==> src/rtl/tmr_pkg.sv <==
package tmr_pkg;

    // Pending-request state of the timer interrupt.
    typedef enum logic [0:0] {
        ST_ARMED   = 1'b0,
        ST_PENDING = 1'b1
    } irq_st_e;

    // Named transitions, for readability of the next-state logic.
    typedef enum logic [1:0] {
        TR_HOLD  = 2'd0,
        TR_MATCH = 2'd1,
        TR_ACK   = 2'd2
    } irq_tr_e;

endpackage

==> src/rtl/tmr_counter.sv <==
module tmr_counter #(
    parameter int          CW        = 32,
    parameter logic [CW-1:0] RST_VAL = 1
) (
    input  logic          clk,
    input  logic          rst_n,
    input  logic          tick_en,
    input  logic          wr_en,
    input  logic [CW-1:0] wr_data,
    output logic [CW-1:0] cnt_q,
    output logic          step_o,
    output logic [CW-1:0] cnt_inc_o
);

    logic [CW-1:0] cnt_d;

    // A write takes the place of an increment in the same cycle.
    assign step_o    = tick_en && !wr_en;
    assign cnt_inc_o = cnt_q + {{(CW-1){1'b0}}, 1'b1};

    always_comb begin
        cnt_d = cnt_q;
        if (wr_en)
            cnt_d = wr_data;
        else if (tick_en)
            cnt_d = cnt_inc_o;
    end

    always_ff @(posedge clk or negedge rst_n) begin
        if (!rst_n)
            cnt_q <= RST_VAL;
        else
            cnt_q <= cnt_d;
    end

    // one step per tick, hold otherwise
    p_step_r2: assert property (@(posedge clk) disable iff (!rst_n)
        (tick_en && !wr_en) |=> (cnt_q == $past(cnt_q) + 1'b1));
    p_hold_r2: assert property (@(posedge clk) disable iff (!rst_n)
        (!tick_en && !wr_en) |=> $stable(cnt_q));
    // wrap to zero
    p_wrap_r3: assert property (@(posedge clk) disable iff (!rst_n)
        (tick_en && !wr_en && (cnt_q == {CW{1'b1}})) |=> (cnt_q == '0));
    // write wins over tick
    p_load_r7: assert property (@(posedge clk) disable iff (!rst_n)
        wr_en |=> (cnt_q == $past(wr_data)));

endmodule

==> src/rtl/tmr_match.sv <==
module tmr_match #(
    parameter int            CW      = 32,
    parameter logic [CW-1:0] RST_VAL = 0
) (
    input  logic          clk,
    input  logic          rst_n,
    input  logic          step_i,
    input  logic [CW-1:0] cnt_inc_i,
    input  logic          wr_en,
    input  logic [CW-1:0] wr_data,
    output logic          hit_o
);

    logic [CW-1:0] cmp_q;

    always_ff @(posedge clk or negedge rst_n) begin
        if (!rst_n)
            cmp_q <= RST_VAL;
        else if (wr_en)
            cmp_q <= wr_data;
    end

    // A match exists only on a counted step, never on a write.
    assign hit_o = step_i && (cnt_inc_i == cmp_q);

    // compare write loads the new value
    p_cmp_load_r6: assert property (@(posedge clk) disable iff (!rst_n)
        wr_en |=> (cmp_q == $past(wr_data)));
    // compare unchanged without a compare write
    p_cmp_keep_r7: assert property (@(posedge clk) disable iff (!rst_n)
        !wr_en |=> $stable(cmp_q));

endmodule

==> src/rtl/tmr_irq_fsm.sv <==
module tmr_irq_fsm
    import tmr_pkg::*;
(
    input  logic clk,
    input  logic rst_n,
    input  logic hit_i,
    input  logic ack_i,
    output logic pend_o
);

    irq_st_e st_q, st_d;
    irq_tr_e tr;

    always_comb begin
        tr = TR_HOLD;
        unique case (st_q)
            ST_ARMED:   if (hit_i && !ack_i) tr = TR_MATCH;
            ST_PENDING: if (ack_i)           tr = TR_ACK;
            default:                         tr = TR_HOLD;
        endcase
    end

    always_comb begin
        st_d = st_q;
        unique case (tr)
            TR_MATCH: st_d = ST_PENDING;
            TR_ACK:   st_d = ST_ARMED;
            default:  st_d = st_q;
        endcase
    end

    always_ff @(posedge clk or negedge rst_n) begin
        if (!rst_n)
            st_q <= ST_ARMED;
        else
            st_q <= st_d;
    end

    always_comb begin
        unique case (st_q)
            ST_PENDING: pend_o = 1'b1;
            default:    pend_o = 1'b0;
        endcase
    end

    // a match without acknowledge makes the request pending
    p_set_r4: assert property (@(posedge clk) disable iff (!rst_n)
        (hit_i && !ack_i) |=> pend_o);
    // acknowledge always leaves the request clear
    p_ack_r6: assert property (@(posedge clk) disable iff (!rst_n)
        ack_i |=> !pend_o);
    // sticky until acknowledged
    p_sticky_r9: assert property (@(posedge clk) disable iff (!rst_n)
        (pend_o && !ack_i) |=> pend_o);
    p_quiet_r4: assert property (@(posedge clk) disable iff (!rst_n)
        (!pend_o && !hit_i) |=> !pend_o);

endmodule

==> src/rtl/cmp_timer_irq.sv <==
module cmp_timer_irq #(
    parameter int CNT_W    = 32,
    parameter int CAUSE_W  = 32,
    parameter int PEND_BIT = 15
) (
    input  logic               clk,
    input  logic               rst_n,
    input  logic               tick_en,
    input  logic               cnt_wr,
    input  logic [CNT_W-1:0]   cnt_wdata,
    input  logic               cmp_wr,
    input  logic [CNT_W-1:0]   cmp_wdata,
    output logic [CNT_W-1:0]   cnt_rdata,
    output logic [CAUSE_W-1:0] cause_out,
    output logic               irq_req
);

    localparam logic [CNT_W-1:0] CNT_RST = CNT_W'(1);
    localparam logic [CNT_W-1:0] CMP_RST = '0;

    logic             step;
    logic [CNT_W-1:0] cnt_inc;
    logic             hit;
    logic             pend;

    tmr_counter #(.CW(CNT_W), .RST_VAL(CNT_RST)) u_cnt (
        .clk       (clk),
        .rst_n     (rst_n),
        .tick_en   (tick_en),
        .wr_en     (cnt_wr),
        .wr_data   (cnt_wdata),
        .cnt_q     (cnt_rdata),
        .step_o    (step),
        .cnt_inc_o (cnt_inc)
    );

    tmr_match #(.CW(CNT_W), .RST_VAL(CMP_RST)) u_cmp (
        .clk       (clk),
        .rst_n     (rst_n),
        .step_i    (step),
        .cnt_inc_i (cnt_inc),
        .wr_en     (cmp_wr),
        .wr_data   (cmp_wdata),
        .hit_o     (hit)
    );

    tmr_irq_fsm u_fsm (
        .clk    (clk),
        .rst_n  (rst_n),
        .hit_i  (hit),
        .ack_i  (cmp_wr),
        .pend_o (pend)
    );

    for (genvar b = 0; b < CAUSE_W; b++) begin : g_cause
        if (b == PEND_BIT) begin : g_pend
            assign cause_out[b] = pend;
        end else begin : g_zero
            assign cause_out[b] = 1'b0;
        end
    end

    assign irq_req = pend;

    // no cause bit other than the pending one
    p_only_pend_r5: assert property (@(posedge clk) disable iff (!rst_n)
        $countones(cause_out) == (irq_req ? 1 : 0));
    // a count write alone never drops a pending request
    p_cntwr_keep_r7: assert property (@(posedge clk) disable iff (!rst_n)
        (cnt_wr && !cmp_wr && irq_req) |=> irq_req);

endmodule

==> config.mk <==
export PLATFORM = sky130hd
export DESIGN_NAME = cmp_timer_irq
export DESIGN_NICKNAME = d
export VERILOG_FILES = /design/src/rtl/tmr_pkg.sv /design/src/rtl/tmr_counter.sv /design/src/rtl/tmr_match.sv /design/src/rtl/tmr_irq_fsm.sv /design/src/rtl/cmp_timer_irq.sv
export SDC_FILE = /design/constraint.sdc
export NUM_CORES = 1
export LEC_CHECK = 0
export BUFFER_PORTS_ARGS = -buffer_cell sky130_fd_sc_hd__buf_2
export CAP_MARGIN = 30
export CORE_ASPECT_RATIO = 1.75
export CORE_UTILIZATION = 47
export DETAILED_ROUTE_END_ITERATION = 12
export PLACE_DENSITY = 0.85
export SLEW_MARGIN = 20
export SYNTH_ARGS = -nofsm -noshare
export SYNTH_HDL_FRONTEND = slang
export SYNTH_SLANG_ARGS = --single-unit
==> constraint.sdc <==
create_clock -name clk -period 2.95 [get_ports clk]
set_input_delay 0.1475 -clock clk [delete_from_list [all_inputs] [get_ports clk]]
set_output_delay 0.1475 -clock clk [all_outputs]
set_load 0.02 [all_outputs]
==> run summary <==
Cell internal power was estimated by the tool at 1869 µW. The library cells used most frequently in the layout, excluding fill and tap cells, are 102 x buf_2, 64 x dfrtp_1, 58 x nand2_1. Of all nets on the critical path, the largest fanout is 5. Row generation in the floorplan step produced 45 rows.

The clock-pin slew reported for the worst setup and hold paths after clock tree synthesis came out at 0.05 ns. The logic depth of the worst register-to-register path came out at 8. The number of sinks driven by the clock tree is 65. The core region is 0.008783 mm². The initial antenna violation count came out at 0.

After Yosys synthesis, and, or, nand and nor cells account for a little under a fifth of the synthesized area. Leaving out fill and tap cells, the most frequent cell in the layout is buf_2. The number of distinct standard cells referenced by the synthesized netlist is 52. For this block, the via count after detailed routing is between 3,000 and 4,000. The total routing usage reported by global routing is about 25%.

The number of primary I/O pins came out at 134. At the worst endpoint, the arrival time is between 3 and 4 ns. The average via count per standard cell is about 5.4. The global placement routability congestion is ~0.9. The later-pin clock latency in the skew report came out at about 0.33 ns. In this run the clock root is driven by a clkbuf_16. The post-route DRC violation count came out at 0. The synthesized netlist devotes 14.90% of its cell area to XOR and XNOR gates. The number of flops mapped to enable cells by yosys came out at 0. The highest clock rate is 0.3575 GHz. The min-delay analysis places its worst path in the category input port to async pin. The maximum number of pins on one net before global-route repair came out at 66. Dividing the synthesized area by the synthesized cell count gives 9.246 µm². The class of the most critical setup path is register to register. The number of slew-limit violations in the final report is 0.

The final reports fail on hold timing. The antenna violation net count after detailed routing came out at 0. The floorplan step set the die height to 128.4 µm. At the pin with the least slew margin, the transition time is 0.8136 ns. The fraction of power consumed by the clock network came out at between 30% and 40%. Across all register-to-register paths, the minimum setup slack is approximately 0.15 ns. Across all hold checks on the routed design, the worst slack comes to -0.0009213 ns. The startpoint identified for the worst register-to-register timing path is u_cnt.cnt_q[0]$_DFFE_PN1P_. The most used flip-flop cell after synthesis is dfrtp_1.

The floorplan die width is about 74 µm. The first-pass GRT wire length came out at ~18,000 µm. For this design the ratio of total power to cell area is around 530 mW/mm². The adder and majority cell fraction of the synthesized area is less than 1%. Among all stages on the critical path, the largest delay is contributed by or4_4. In this run, the number of DRC markers left after iteration 0 of detailed routing was around 220.

The hold-fix buffer count after cts came out at 0. The compound-cell area share of the yosys netlist is a little under 9%. The area overhead of the layout relative to synthesis is 18.31%. The post-CTS setup-driven buffer insertion count came out at 0.

The critical path starts at u_cnt.cnt_q[0]$_DFFE_PN1P_. The capturing point of the worst reg2reg path is u_fsm.st_q$_DFFE_PN0P_. The synthesized netlist occupies a cell area of between 0.004 and 0.005 mm². The data required time at the worst endpoint came out at 3.20 ns. After synthesis, the share of flip-flops with an asynchronous set or reset is 100.0%.

The aggregate routed wire length is between 10,000 and 15,000 µm. The die area came out at between 0.009 and 0.01 mm². STA classifies the critical path endpoint as a register.

The count of synthesis-stage warnings from yosys came out at 0. The count of input and output buffers is around 100. The number of gates given a new drive strength after cts came out at 0. The final cycle utilization of the critical path is between 90 and 100%.

The static leakage power came out at approximately 0.0022 µW. The via count of the first global-routing pass is approximately 3,700. The flow ran to the end, but the final reports show violations.

Of the cells placed in the final design, the portion with a size suffix greater than 1 is ~31%. After detailed routing, the average wire length per cell comes to 15.80 µm. Of the synthesized area, sequential elements account for between 30% and 40%. The highest cell delay on the worst timing path is about 0.58 ns. The total of flip-flops plus latches after synthesis is 65. The count of final hold-check violations is 1. Setup violations remaining at the end of the flow were counted as 0. In this run, the combinational gates consume between 20% and 30% of the power. The worst setup path is launched from a register. The fraction of power consumed by sequential logic came out at between 40% and 50%. The critical path goes through ha_1 > nand4_4 > or3_4 > or4_4 > or4b_1 > a31oi_1 > o211ai_1 > o22ai_2. Setup repair after global routing left no endpoint under its margin. The multiplexer share of the synthesized area came out at under 10%.

The net switching power of the design came out at 822.8 µW. The worst clock skew on the final layout came out at approximately 0.0031 ns. The post-layout minimum cycle time is roughly 2.8 ns. Max-cap violations in this run came to 0. The number of levels the H-tree was split into is 3. Of the total power, the share spent switching nets is 30.57%. The setup TNS came out at 0 ns.

The worst pin sits at a relative slew slack of 45.76%. By area, the combinational part of the netlist is dominated by simple AND/OR/NAND/NOR gates. The post-synthesis cell count came out at between 400 and 500. The starting utilization of the core area is around 49%. At the end of the flow, the number of nets in the layout was 629. The clock buffer count from CTS came out at 9. The number of detailed-routing iterations run before antenna repair came out at 6. After legalization and detailed placement, the total HPWL measured 8214 µm. The worst IR drop on VDD came out at about 0.33 mV. The global-route congestion overflow total is 0. Counting along the longest clock path gives a buffer depth of 2. TritonCTS built the clock tree. The total inserted antenna cells came out at 0.
-- synthesized netlist by cell type, types with 4 or more instances --
library cell / n / area (µm²)
a21oi_1: 4 / 20.02
and3_1: 5 / 31.28
buf_2: 5 / 25.02
buf_4: 39 / 292.8
clkbuf_1: 20 / 75.07
dfrtp_1: 64 / 1602
inv_1: 8 / 30.03
mux2_2: 30 / 337.8
mux2i_1: 4 / 40.04
nand2_1: 58 / 217.7
nand3_1: 20 / 100.1
nand4_1: 16 / 100.1
nor2_1: 18 / 67.56
nor3_1: 8 / 40.04
nor4_1: 5 / 31.28
o21ai_0: 37 / 185.2
or3_1: 4 / 25.02
xnor2_1: 39 / 341.6
xor2_1: 34 / 297.8
-- how the worst max path moves through the flow --
stage,cells past startpoint,endpoint
final,8,u_fsm.st_q$_DFFE_PN0P_
after detailed placement,8,u_fsm.st_q$_DFFE_PN0P_
after global placement,8,u_fsm.st_q$_DFFE_PN0P_
after CTS,8,u_fsm.st_q$_DFFE_PN0P_
after floorplan,8,u_fsm.st_q$_DFFE_PN0P_
after global routing,8,u_fsm.st_q$_DFFE_PN0P_
-- metal layers --
| metal | up-vias | global-route usage [%] | share of wire, % | routed length [µm] |
|---|---|---|---|---|
| met5 | - | 0 | 0 | 0 |
| met4 | 0 | 12.32 | 3.4 | 361 |
| met3 | 28 | 5.168 | 4.4 | 477 |
| met2 | 144 | 45.61 | 56 | 6036 |
| met1 | 1770 | 25.57 | 36 | 3884 |
| li1 | 1728 | - | - | - |
-- cells by family after synthesis --
family | count (synthesis)
AND/OR/NAND/NOR | 155
XOR/XNOR | 73
AO/OA/AOI/OAI | 61
other | 1
adder cells (fa/ha/maj) | 2
flip-flops | 65
buffers and inverters | 73
multiplexers | 34
-- critical path, delay by kind of cell, from the launching register on --
family | cells | cell delay (ns)
AND/OR/NAND/NOR | 4 | 1.59
flip-flops | 1 | 0.52
AO/OA/AOI/OAI | 3 | 0.39
adder cells (fa/ha/maj) | 1 | 0.20
-- flip-flops by register name (all words and copies together), names as in the netlist --
signal,count
u_cmp.cmp_q,32
u_cnt.cnt_q,32
u_fsm.st_q,1
-- stage by stage --
stage	cells	util, %	total power (µW)	cell area [µm²]	setup slack, ns
global route	681	57.79	2823	5076	0.06758
global placement	665	54.54	1686	4791	0.2347
detailed placement	665	54.54	1703	4791	0.1716
floorplan	494	-	1527	4403	0.09866
finish	681	57.79	2691	5076	0.1524
CTS	681	57.79	2710	5076	0.1498
-- power groups by stage --
stage | clock, µW | combinational (µW) | sequential (µW)
3_5_place_dp | 0 | 595 | 1110
5_1_grt | 1060 | 653 | 1110
3_3_place_gp | 0 | 584 | 1100
6_report | 1000 | 595 | 1090
4_1_cts | 1020 | 598 | 1090
2_1_floorplan | 0 | 415 | 1110
-- layout make-up --
type	instances	area [µm²]
Clock buffer	13	270.3
Clock inverter	3	15.01
Fill cell	797	3707
Inverter	8	30.03
Multi-Input combinational cell	356	2349
Sequential cell	65	1628
Tap cell	117	146.4
Timing Repair Buffer	119	638.1
(Power assumes the default switching activity.)
